$ cat src/rtl/tcb_pkg.sv
package tcb_pkg;

    localparam int REG_W = 32;

    typedef enum logic [2:0] {
        SEL_CTRL   = 3'd0,
        SEL_STATUS = 3'd1,
        SEL_DEPTH  = 3'd2,
        SEL_WIDTH  = 3'd3,
        SEL_RPTR   = 3'd4,
        SEL_WPTR   = 3'd5,
        SEL_TCOUNT = 3'd6,
        SEL_DATA   = 3'd7
    } reg_sel_e;

    // bit 0 enable, bit 1 wide mode
    typedef struct packed {
        logic wide;
        logic enable;
    } ctrl_t;

    // bit 0 full ... bit 3 formatter empty
    typedef struct packed {
        logic fmt_empty;
        logic acq_done;
        logic triggered;
        logic full;
    } status_t;

    function automatic logic [REG_W-1:0] status_word(status_t s);
        return REG_W'(s);
    endfunction

    function automatic logic [REG_W-1:0] ctrl_word(ctrl_t c);
        return REG_W'(c);
    endfunction

endpackage

$ cat src/rtl/tcb_input_stage.sv
module tcb_input_stage #(
    parameter int WORD_W = 32
) (
    input  logic              clk,
    input  logic              rst,
    input  logic              enable,
    input  logic              wide,
    input  logic              stop,
    input  logic              in_valid,
    input  logic [WORD_W-1:0] in_word,
    input  logic              in_trig,
    output logic              hold_vld,
    output logic [WORD_W-1:0] hold_word,
    output logic              hold_trig
);
    localparam int HALF_W = WORD_W / 2;

    logic              accept;
    logic [WORD_W-1:0] shaped;

    assign accept = enable & in_valid & ~stop;
    assign shaped = wide ? in_word
                         : {{(WORD_W-HALF_W){1'b0}}, in_word[HALF_W-1:0]};

    always_ff @(posedge clk) begin
        if (rst) begin
            hold_vld  <= 1'b0;
            hold_word <= '0;
            hold_trig <= 1'b0;
        end else begin
            hold_vld <= accept;
            if (accept) begin
                hold_word <= shaped;
                hold_trig <= in_trig;
            end
        end
    end

    // once capture is stopping, nothing new enters the holding stage
    a_r7_stop_blocks_input: assert property (@(posedge clk) disable iff (rst)
        stop |=> !hold_vld);

    // a disabled block takes no word
    a_r3_disabled_ignores: assert property (@(posedge clk) disable iff (rst)
        !enable |=> !hold_vld);

endmodule

$ cat src/rtl/tcb_capture_ctrl.sv
module tcb_capture_ctrl
    import tcb_pkg::*;
#(
    parameter int DEPTH  = 16,
    parameter int ADDR_W = $clog2(DEPTH)
) (
    input  logic              clk,
    input  logic              rst,
    input  logic              hold_vld,
    input  logic              hold_trig,
    input  logic              wptr_load,
    input  logic [ADDR_W-1:0] wptr_val,
    input  logic              tcnt_load,
    input  logic [REG_W-1:0]  tcnt_val,
    input  logic              rearm,
    output logic [ADDR_W-1:0] wptr,
    output logic              full,
    output logic              triggered,
    output logic              acq_done,
    output logic [REG_W-1:0]  tcount,
    output logic              store_en,
    output logic              stop
);
    localparam logic [ADDR_W-1:0] LAST = ADDR_W'(DEPTH - 1);

    logic finish_now;
    logic cnt_low;

    assign store_en   = hold_vld & ~acq_done;
    assign cnt_low    = (tcount == '0) | (tcount == REG_W'(1));
    assign finish_now = store_en &
                        ((triggered & cnt_low) |
                         (~triggered & hold_trig & (tcount == '0)));
    assign stop       = acq_done | finish_now;

    always_ff @(posedge clk) begin
        if (rst) begin
            wptr <= '0;
            full <= 1'b0;
        end else if (wptr_load) begin
            wptr <= wptr_val;
            full <= 1'b0;
        end else if (store_en) begin
            wptr <= (wptr == LAST) ? '0 : wptr + 1'b1;
            if (wptr == LAST) full <= 1'b1;
        end
    end

    always_ff @(posedge clk) begin
        if (rst) begin
            triggered <= 1'b0;
            acq_done  <= 1'b0;
        end else if (rearm) begin
            triggered <= 1'b0;
            acq_done  <= 1'b0;
        end else begin
            if (store_en & hold_trig) triggered <= 1'b1;
            if (finish_now)           acq_done  <= 1'b1;
        end
    end

    always_ff @(posedge clk) begin
        if (rst)
            tcount <= '0;
        else if (tcnt_load)
            tcount <= tcnt_val;
        else if (store_en & triggered & (tcount != '0))
            tcount <= tcount - 1'b1;
    end

    a_r7_done_after_trigger: assert property (@(posedge clk) disable iff (rst)
        acq_done |-> triggered);

    a_r7_pointer_frozen: assert property (@(posedge clk) disable iff (rst)
        (acq_done && !wptr_load) |=> $stable(wptr));

    a_r6_trigger_sticky: assert property (@(posedge clk) disable iff (rst)
        (triggered && !rearm) |=> triggered);

    a_r5_full_sticky: assert property (@(posedge clk) disable iff (rst)
        (full && !wptr_load) |=> full);

endmodule

$ cat src/rtl/tcb_ram.sv
module tcb_ram #(
    parameter int DEPTH  = 16,
    parameter int WORD_W = 32,
    parameter int ADDR_W = $clog2(DEPTH)
) (
    input  logic              clk,
    input  logic              cap_en,
    input  logic [ADDR_W-1:0] cap_addr,
    input  logic [WORD_W-1:0] cap_data,
    input  logic              host_en,
    input  logic [ADDR_W-1:0] host_addr,
    input  logic [WORD_W-1:0] host_data,
    input  logic [ADDR_W-1:0] rd_addr,
    output logic [WORD_W-1:0] rd_data
);
    logic [WORD_W-1:0] mem [DEPTH];

    // host port wins on an address collision
    always_ff @(posedge clk) begin
        if (host_en)
            mem[host_addr] <= host_data;
        if (cap_en && !(host_en && host_addr == cap_addr))
            mem[cap_addr] <= cap_data;
    end

    assign rd_data = mem[rd_addr];

endmodule

$ cat src/rtl/trace_capture_buffer.sv
module trace_capture_buffer
    import tcb_pkg::*;
#(
    parameter int DEPTH  = 16,
    parameter int WORD_W = 32
) (
    input  logic              clk,
    input  logic              rst,
    input  logic              trace_valid,
    input  logic [WORD_W-1:0] trace_word,
    input  logic              trace_trigger,
    input  logic [2:0]        reg_sel,
    input  logic              reg_wr,
    input  logic              reg_rd,
    input  logic [31:0]       reg_wdata,
    output logic [31:0]       reg_rdata
);
    localparam int ADDR_W = $clog2(DEPTH);

    reg_sel_e          sel;
    ctrl_t             ctrl;
    status_t           status;
    logic [ADDR_W-1:0] rptr, wptr;
    logic [REG_W-1:0]  tcount, rd_mux;
    logic              hold_vld, hold_trig;
    logic [WORD_W-1:0] hold_word, mem_rd;
    logic              full, triggered, acq_done, store_en, stop;
    logic              wr_ctrl, wr_rptr, wr_wptr, wr_tcnt, wr_data, rd_data, rearm;

    assign sel     = reg_sel_e'(reg_sel);
    assign wr_ctrl = reg_wr & (sel == SEL_CTRL);
    assign wr_rptr = reg_wr & (sel == SEL_RPTR);
    assign wr_wptr = reg_wr & (sel == SEL_WPTR);
    assign wr_tcnt = reg_wr & (sel == SEL_TCOUNT);
    assign wr_data = reg_wr & (sel == SEL_DATA);
    assign rd_data = reg_rd & (sel == SEL_DATA);
    assign rearm   = wr_ctrl & reg_wdata[0];

    always_ff @(posedge clk) begin
        if (rst)
            ctrl <= '0;
        else if (wr_ctrl)
            ctrl <= ctrl_t'(reg_wdata[1:0]);
    end

    always_ff @(posedge clk) begin
        if (rst)
            rptr <= '0;
        else if (wr_rptr)
            rptr <= reg_wdata[ADDR_W-1:0];
        else if (wr_data | rd_data)
            rptr <= (rptr == ADDR_W'(DEPTH - 1)) ? '0 : rptr + 1'b1;
    end

    tcb_input_stage #(.WORD_W(WORD_W)) u_input (
        .clk       (clk),
        .rst       (rst),
        .enable    (ctrl.enable),
        .wide      (ctrl.wide),
        .stop      (stop),
        .in_valid  (trace_valid),
        .in_word   (trace_word),
        .in_trig   (trace_trigger),
        .hold_vld  (hold_vld),
        .hold_word (hold_word),
        .hold_trig (hold_trig)
    );

    tcb_capture_ctrl #(.DEPTH(DEPTH), .ADDR_W(ADDR_W)) u_ctrl (
        .clk       (clk),
        .rst       (rst),
        .hold_vld  (hold_vld),
        .hold_trig (hold_trig),
        .wptr_load (wr_wptr),
        .wptr_val  (reg_wdata[ADDR_W-1:0]),
        .tcnt_load (wr_tcnt),
        .tcnt_val  (reg_wdata),
        .rearm     (rearm),
        .wptr      (wptr),
        .full      (full),
        .triggered (triggered),
        .acq_done  (acq_done),
        .tcount    (tcount),
        .store_en  (store_en),
        .stop      (stop)
    );

    tcb_ram #(.DEPTH(DEPTH), .WORD_W(WORD_W), .ADDR_W(ADDR_W)) u_ram (
        .clk       (clk),
        .cap_en    (store_en),
        .cap_addr  (wptr),
        .cap_data  (hold_word),
        .host_en   (wr_data),
        .host_addr (rptr),
        .host_data (reg_wdata[WORD_W-1:0]),
        .rd_addr   (rptr),
        .rd_data   (mem_rd)
    );

    assign status = '{fmt_empty: ~hold_vld, acq_done: acq_done,
                      triggered: triggered, full: full};

    always_comb begin
        unique case (sel)
            SEL_CTRL:   rd_mux = ctrl_word(ctrl);
            SEL_STATUS: rd_mux = status_word(status);
            SEL_DEPTH:  rd_mux = REG_W'(DEPTH);
            SEL_WIDTH:  rd_mux = REG_W'(WORD_W);
            SEL_RPTR:   rd_mux = REG_W'(rptr);
            SEL_WPTR:   rd_mux = REG_W'(wptr);
            SEL_TCOUNT: rd_mux = tcount;
            SEL_DATA:   rd_mux = REG_W'(mem_rd);
            default:    rd_mux = '0;
        endcase
    end

    always_ff @(posedge clk) begin
        if (rst)
            reg_rdata <= '0;
        else if (reg_rd)
            reg_rdata <= rd_mux;
    end

    // each RAM-data read moves the read pointer on by exactly one
    a_r9_rptr_step: assert property (@(posedge clk) disable iff (rst)
        (rd_data && !reg_wr) |=> (rptr == ADDR_W'($past(rptr) + 1'b1)));

    // a pending word is always drained on the next edge
    a_r11_drain: assert property (@(posedge clk) disable iff (rst)
        (hold_vld && !acq_done) |=> (wptr != $past(wptr) || $past(wr_wptr)));

endmodule

$ cat config.mk
export PLATFORM = sky130hd
export DESIGN_NAME = trace_capture_buffer
export DESIGN_NICKNAME = d
export VERILOG_FILES = /design/src/rtl/tcb_pkg.sv /design/src/rtl/tcb_input_stage.sv /design/src/rtl/tcb_capture_ctrl.sv /design/src/rtl/tcb_ram.sv /design/src/rtl/trace_capture_buffer.sv
export SDC_FILE = /design/constraint.sdc
export NUM_CORES = 1
export LEC_CHECK = 0
export CAP_MARGIN = 20
export CORE_MARGIN = 2
export CORE_UTILIZATION = 30
export DETAILED_ROUTE_END_ITERATION = 6
export PLACE_DENSITY = 0.54
export SYNTH_ARGS = -nofsm -noshare
export SYNTH_HDL_FRONTEND = slang
export SYNTH_SLANG_ARGS = --single-unit
$ cat constraint.sdc
create_clock -name clk -period 3.48 [get_ports clk]
set_clock_uncertainty 0.05 [all_clocks]
set_input_delay 0.348 -clock clk [delete_from_list [all_inputs] [get_ports clk]]
set_output_delay 0.348 -clock clk [all_outputs]
set_load 0.05 [all_outputs]
==> metrics.md, run 1 <==
| Metric | Value |
|---|---|
| Run status | completed |
| DRT Pass-1 Iters | 5 |
| FMAX | roughly 310 MHz |
| Post-Syn Nets | between 2000 and 2500 |
| Wire length of the first global-routing pass | 151000 microns |
| Worst Setup EP | u_ctrl.tcount[14]$_SDFFE_PP0P_ |
| Post-Layout Cell Count | around 3800 |
| Iter 0 DRT Violations | 2186 |
| Worst Path Arrival | about 3.7 ns |
| Vias in the first global route | 21300 |
| WL/cell | ~28 microns |
| Final period util | 0.919 |
| Grt ovf | 0 |
| I/O pin count | approximately 110 |
| Fin nets | approximately 2400 |
| Drt drc | 0 |
| Die span in x | between 300 and 400 microns |
| Unrepaired setup endpoints after global routing | false |
| Combinational share of power | 0.082 |
| Core Area | roughly 110000 sq um |
| VDD IR max | ~0.38 mV |
| Share of layout cells above drive strength 1 | 0.385 |
| Max Fanout on Critical Path | 11 |
| Startpoint types | flip-flop |
| CTS sink count | about 630 |
| Total CTS buffers | 73 |
| Pwr/cell area | around 470 nW/um^2 |
| Number of core rows | about 120 |
| Total GRT Usage | 0.191 |
| EDFF count, synth | 512 |
| # port buffers | roughly 100 |
| DP Worst Slack | roughly 0.041 ns |
| Storage element area | 17700 sq um |
| Largest net degree at the start of global routing | between 60 and 70 |
| Fin. max-slew vios | 0 |
| CP startpoint | u_ctrl.tcount[16]$_SDFFE_PP0P_ |
| Mapped Cells | roughly 2300 |
| Final setup viols | 0 |
| Depth of the CTS H-tree | 3 |
| Clk slew on worst S/H paths | roughly 0.060 ns |
| Clock Power Share | 0.447 |
| Worst Hold Class | in -> reg |
| Max Cap Violations | 0 |
| Final hold viol count | 0 |
| GP Congestion | just under 0.9 |
| WP data required | between 3 and 4 ns |
| CTS tree | built |
| Layout area overhead | 17.6% |
| Crit Reg-Reg Startpoint | u_ctrl.tcount[16]$_SDFFE_PP0P_ |
| Remaining antenna violation count | 0 |
| Sequential share of the synthesized area | 0.557 |
| DIE HEIGHT | between 300 and 400 microns |
| Synth cell types | between 60 and 70 |
| Sequential Power Share | 0.471 |
| Post-route minimum period | around 3.2 ns |
| FF-to-FF End | u_ctrl.tcount[14]$_SDFFE_PP0P_ |
| Worst R2R Setup Slack | ~0.28 ns |
| Placed cell count | 3639 |
| Switch Pwr | around 4.1 mW |
| Area of the multi-input gates | 13200 sq um |
| Die footprint | 108000 sq um |
| Least-Margin Pin Slew | between 1 and 1.5 ns |
| Fillers | 10100 |
| Latest clock arrival within the worst-skew pair | around 0.64 ns |
| Via count | between 20000 and 25000 |
| Endpoint class of the critical path | flip-flop |
| Async S/R FF share, synth | 0 |
| Root Buffer Master | clkbuf_16 |
| Syn Std Cell Area | 31700 sq um |
| CP Class | reg -> reg |
| Bufs on Longest Clock Path | 3 |
| Main synth FF type | edfxtp_1 |
| Worst setup margin | between 0.2 and 0.3 ns |
| DP HPWL | 66100 microns |
| Power Internal | between 10 and 15 mW |
| WHS | 0.169 ns |
| Reg2reg path depth | 6 |
| Switching part of the total power | 0.233 |
| Initial antenna violation count | 2 |
| FF+latch count, synth | roughly 630 |
| WL final | roughly 100000 microns |
| Synth Warn # | 0 |
| Setup_tns | 0 ns |
| Syn Area/Cell | ~14 sq um |
| Leak | approximately 12 nW |
| Fin util | 0.355 |
| Slew Limit Headroom | 0.301 |
| Initial core utilization | 0.302 |
| Via density | around 5.5 |
-- metal layers --
metal / GRT usage / wire [microns] / vias to the layer above
met5: 0 / 0 / -
met4: 0.0515 / 2390 / 0
met3: 0.0346 / 7160 / 165
met2: 0.306 / 48800 / 835
met1: 0.264 / 46000 / 10900
li1: - / - / 8963
-- kinds of logic after synthesis --
family	synth area share
compound gates	0.0606
mux	0.291
flops	0.557
xor+xnor	0.00442
simple gates	0.0507
fa+ha+maj	0.00394
buf+inv	0.0316
-- timing repair --
action                                  CTS  global route
resized for setup                         0             2
hold buffers                              0             0
buffers inserted                          0             2
endpoints found under the setup margin    0            13
-- flip-flops by register name (all words and copies together), names as in the netlist, named ones only --
name,count
u_ctrl.tcount,32
u_ctrl.full,1
u_input.hold_vld,1
u_ctrl.wptr,4
u_input.hold_trig,1
ctrl,2
u_ctrl.acq_done,1
rptr,4
u_ram.mem,512
u_input.hold_word,32
reg_rdata,32
u_ctrl.triggered,1
-- critical path, cell delays in order (launching register included) --
cell and delay [ns]:
dfxtp_1 0.41, nor4_2 0.68, nand4_1 0.73, o21ai_4 0.60
buf_4 0.27, o31ai_1 0.08, a311oi_1 0.27
-- cell usage after synthesis (all sizes together) (27+ instances only) --
| library cell | instances | share of area |
|---|---|---|
| mux2 | 575 | 0.20 |
| edfxtp | 512 | 0.48 |
| clkbuf | 155 | 0.018 |
| dfxtp | 115 | 0.073 |
| mux2i | 99 | 0.031 |
| nor2 | 88 | 0.010 |
| a21oi | 86 | 0.014 |
| mux4 | 79 | 0.056 |
| buf | 73 | 0.011 |
| o21ai | 63 | 0.010 |
| nand2 | 56 | 0.0066 |
| nand3 | 37 | 0.0058 |
| a31oi | 27 | 0.0053 |
-- worst min-delay path by stage --
| stage | endpoint | slack [ns] | depth (start not counted) | start |
|---|---|---|---|---|
| 3_5_place_dp | reg_rdata[1]$_SDFFE_PP0P_ | 0.42 | 2 | reg_rdata[1]$_SDFFE_PP0P_ |
| 4_1_cts | reg_rdata[21]$_SDFFE_PP0P_ | 0.13 | 2 | reg_rd |
| 2_1_floorplan | ctrl[0]$_SDFFE_PP0P_ | 0.42 | 2 | ctrl[0]$_SDFFE_PP0P_ |
| 3_3_place_gp | reg_rdata[1]$_SDFFE_PP0P_ | 0.42 | 2 | reg_rdata[1]$_SDFFE_PP0P_ |
| 6_report | u_input.hold_word[12]$_SDFFE_PP0P_ | 0.17 | 2 | rst |
| 5_1_grt | reg_rdata[21]$_SDFFE_PP0P_ | 0.16 | 2 | reg_rd |
-- power groups by stage --
stage	registers (mW)	clock network (mW)	logic, mW
after CTS	8.25	7.98	1.41
after floorplan	8.40	0	0.889
after global routing	8.25	8.27	1.53
after global placement	8.41	0	1.38
after detailed placement	8.41	0	1.41
final	8.25	7.83	1.43
-- stage by stage --
stage | cell area, sq um | total power, mW
after floorplan | 31700 | 9.29
after global placement | 34800 | 9.78
after detailed placement | 34800 | 9.81
after CTS | 37300 | 17.6
after global routing | 37300 | 18.1
final | 37300 | 17.5
-- cells in the final DEF (no fill, tap or decap), types with 20 or more instances in the layout --
cell type        netlist  routed
nand2_1               56      43
or3_1                 23      23
mux2_2               575     575
nand3_1               37      25
nor2_1                88      88
clkbuf_1             155      20
o22ai_1               22      22
dfxtp_1              115     112
o21ai_0               61      56
buf_4                  0      86
clkbuf_16              0      77
mux2i_1               99      99
buf_12                 0      23
a21oi_1               86      85
mux4_2                79      79
nand2b_1              23      23
clkdlybuf4s50_1        0     102
edfxtp_1             512     512
a31oi_1               27      27
-- area by class of cell --
| type | instances | area share |
|---|---|---|
| flip-flops and latches | 627 | 0.474 |
| multi-input cells | 1395 | 0.355 |
| clock buffers | 112 | 0.0592 |
| repair buffers | 212 | 0.0572 |
| well taps | 1391 | 0.0467 |
| clock inverters | 24 | 0.00644 |
| inverters | 16 | 0.00161 |
| diodes | 1 | 0.0000671 |
No activity file was read; power rests on OpenSTA's default activity.
==> run 2, diff against run 1 <==
--- a/config.mk
+++ b/config.mk
@@ -9,7 +9,7 @@
 export CORE_MARGIN = 2
 export CORE_UTILIZATION = 30
 export DETAILED_ROUTE_END_ITERATION = 6
-export PLACE_DENSITY = 0.54
+export PLACE_DENSITY = 0.53
 export SYNTH_ARGS = -nofsm -noshare
 export SYNTH_HDL_FRONTEND = slang
 export SYNTH_SLANG_ARGS = --single-unit
==> constraint.sdc (replaced) <==
create_clock -name clk -period 3.58 [get_ports clk]
set_clock_uncertainty 0.05 [all_clocks]
set_input_delay 0.358 -clock clk [delete_from_list [all_inputs] [get_ports clk]]
set_output_delay 0.358 -clock clk [all_outputs]
set_load 0.05 [all_outputs]
==> metrics.md, run 2 (synthesized netlist as in run 1, its figures left out) <==
| Metric | Value |
|---|---|
| Combinational share of power | 0.082 |
| Drt drc | 0 |
| Via count | a little over 20000 |
| Switch Pwr | between 3 and 4 mW |
| FF-to-FF End | u_ctrl.tcount[10]$_SDFFE_PP0P_ |
| Metal-1 WL | 46200 microns |
| CP startpoint | u_ctrl.tcount[0]$_SDFFE_PP0P_ |
| CTS Hold Bufs | 0 |
| Total CTS buffers | 72 |
| WL/cell | 28.1 microns |
| Worst Path Arrival | approximately 3.7 ns |
| WHS | 0.0732 ns |
| # Post-CTS Setup Buffers | 0 |
| Run status | completed |
| CP peak stage delay | 0.72 ns |
| Power Internal | ~13 mW |
| WL final | roughly 110000 microns |
| Layout area overhead | 16.6% |
| Worst R2R Setup Slack | 0.41 ns |
| Least-Margin Pin Slew | between 1 and 1.5 ns |
| CP Buf/Inv Count | 2 |
| DP HPWL | 65000 microns |
| Sequential Power Share | 0.484 |
| Depth of the CTS H-tree | 3 |
| FMAX | 315 MHz |
| Largest net degree at the start of global routing | between 50 and 60 |
| Top reg by flops | u_ram.mem |
| Die span in x | about 330 microns |
| Initial core utilization | 0.302 |
| Setup_tns | 0 ns |
| Pwr/cell area | approximately 450 nW/um^2 |
| Hold Path Origin | reg_rd |
| WP data required | ~4.1 ns |
| Number of core rows | ~120 |
| Startpoint types | flip-flop |
| Wire length of the first global-routing pass | between 150000 and 200000 microns |
| Most frequent cells in the layout | mux2_2, edfxtp_1, dfxtp_1 |
| Final hold viol count | 0 |
| GP Congestion | between 0.8 and 0.9 |
| Bufs on Longest Clock Path | 3 |
| Switching part of the total power | 0.237 |
| CTS resizes | 0 |
| Final setup viols | 0 |
| Post-route minimum period | between 3 and 4 ns |
| Fin. max-slew vios | 0 |
| Worst Hold Class | in -> reg |
| I/O pin count | ~110 |
| Final period util | 0.886 |
| DRT Pass-1 Iters | 7 |
| Metal2 WL | about 50000 microns |
| Most common cell after layout, fill and taps aside | mux2_2 |
| DP Worst Slack | between 0.4 and 0.5 ns |
| Reg2reg path depth | 8 |
| Vias in the first global route | 20900 |
| Total GRT Usage | 0.194 |
| # port buffers | ~100 |
| Clk slew on worst S/H paths | 0.06 ns |
| Crit-path cells | inv_1 > ha_1 > nor4b_1 > nand4_1 > o21ai_0 > buf_4 > nor3_1 > a211oi_1 |
| Latest clock arrival within the worst-skew pair | between 0.6 and 0.7 ns |
| Core Area | 105000 sq um |
| Max Cap Violations | 0 |
| Max layer used | met5 |
| Iter 0 DRT Violations | roughly 2300 |
| Leak | 11.8 nW |
| Worst setup margin | between 0.4 and 0.5 ns |
| Root Buffer Master | clkbuf_16 |
| Endpoint class of the critical path | flip-flop |
| Largest delay contributor family on the critical path | simple AND/OR/NAND/NOR gates |
| CTS sink count | ~630 |
| Critical-path top delay cell | o21ai_0 |
| Fillers | between 10000 and 15000 |
| Die footprint | ~110000 sq um |
| Via density | ~5.5 |
| VDD IR max | ~0.34 mV |
| Unrepaired setup endpoints after global routing | false |
| Crit Reg-Reg Startpoint | u_ctrl.tcount[0]$_SDFFE_PP0P_ |
| Initial antenna violation count | 5 |
| Fin nets | 2399 |
| Wire length on met3 | between 7000 and 8000 microns |
| CP Class | reg -> reg |
| Hold Crit Depth | 2 |
| Max Fanout on Critical Path | 8 |
| Number of flip-flops in the largest register | around 500 |
| Remaining antenna violation count | 0 |
| CTS tree | built |
| Clock Power Share | 0.434 |
| WHS Endpoint | reg_rdata[30]$_SDFFE_PP0P_ |
| DIE HEIGHT | between 300 and 400 microns |
| Grt ovf | 0 |
| Share of layout cells above drive strength 1 | 0.379 |
| Slew Limit Headroom | 0.331 |
[run 2: cell types whose count changed in the layout (fill, tap and decap cells not counted), moves of 3 or more]
cell / before / now
clkbuf_8: 15 / 4
clkinv_2: 9 / 15
clkbuf_16: 77 / 73
inv_6: 3 / 0
buf_12: 23 / 20
clkbuf_1: 20 / 24
clkinv_1: 5 / 8
buf_4: 86 / 81
[run 2: worst reg2reg max path: cells and delay by family (launching register included)]
kind,cells,cell delay (ns)
simple gates,3,1.04
compound gates,2,0.95
flops,1,0.35
fa+ha+maj,1,0.27
buf+inv,2,0.43
[run 2: metrics by stage]
step           instance area, sq um  cells  total power, mW   util
5_1_grt                       37000   3766             17.1  0.352
3_5_place_dp                  34700   3633             9.52  0.330
6_report                      37000   3766             16.6  0.352
3_3_place_gp                  34700   3633             9.50  0.330
2_1_floorplan                 31700   2266             9.03      -
4_1_cts                       37000   3765             16.7  0.352
[run 2: metal layers]
layer / GRT usage / vias to the layer above
met5: 0 / -
met4: 0.0586 / 4
met3: 0.0322 / 160
met2: 0.312 / 827
met1: 0.267 / 10700
li1: - / 8952
[run 2: layout make-up]
type	count	area, sq um	area share
repair buffers	204	2030	0.0550
inverters	16	60.1	0.00162
diodes	1	2.50	0.0000676
clock inverters	31	284	0.00768
multi-input cells	1395	13200	0.357
clock buffers	101	1970	0.0533
flip-flops and latches	627	17700	0.478
well taps	1391	1740	0.0470
[run 2: power groups by stage]
stage | clock network (mW) | registers [mW] | logic (mW)
floorplan | 0 | 8.17 | 0.864
global placement | 0 | 8.17 | 1.32
detailed placement | 0 | 8.18 | 1.34
CTS | 7.32 | 8.02 | 1.35
global route | 7.59 | 8.02 | 1.46
finish | 7.18 | 8.02 | 1.36
[run 2: worst max path at each step]
stage,end,slack [ns],cells past startpoint
final,u_ctrl.tcount[10]$_SDFFE_PP0P_,0.41,8
after global routing,u_ctrl.tcount[10]$_SDFFE_PP0P_,0.20,8
after floorplan,u_ram.mem[12][0]$_DFFE_PP_,-0.19,5
after CTS,u_ctrl.tcount[19]$_SDFFE_PP0P_,0.49,8
after global placement,u_ram.mem[14][20]$_DFFE_PP_,0.43,6
after detailed placement,u_ram.mem[14][12]$_DFFE_PP_,0.44,6
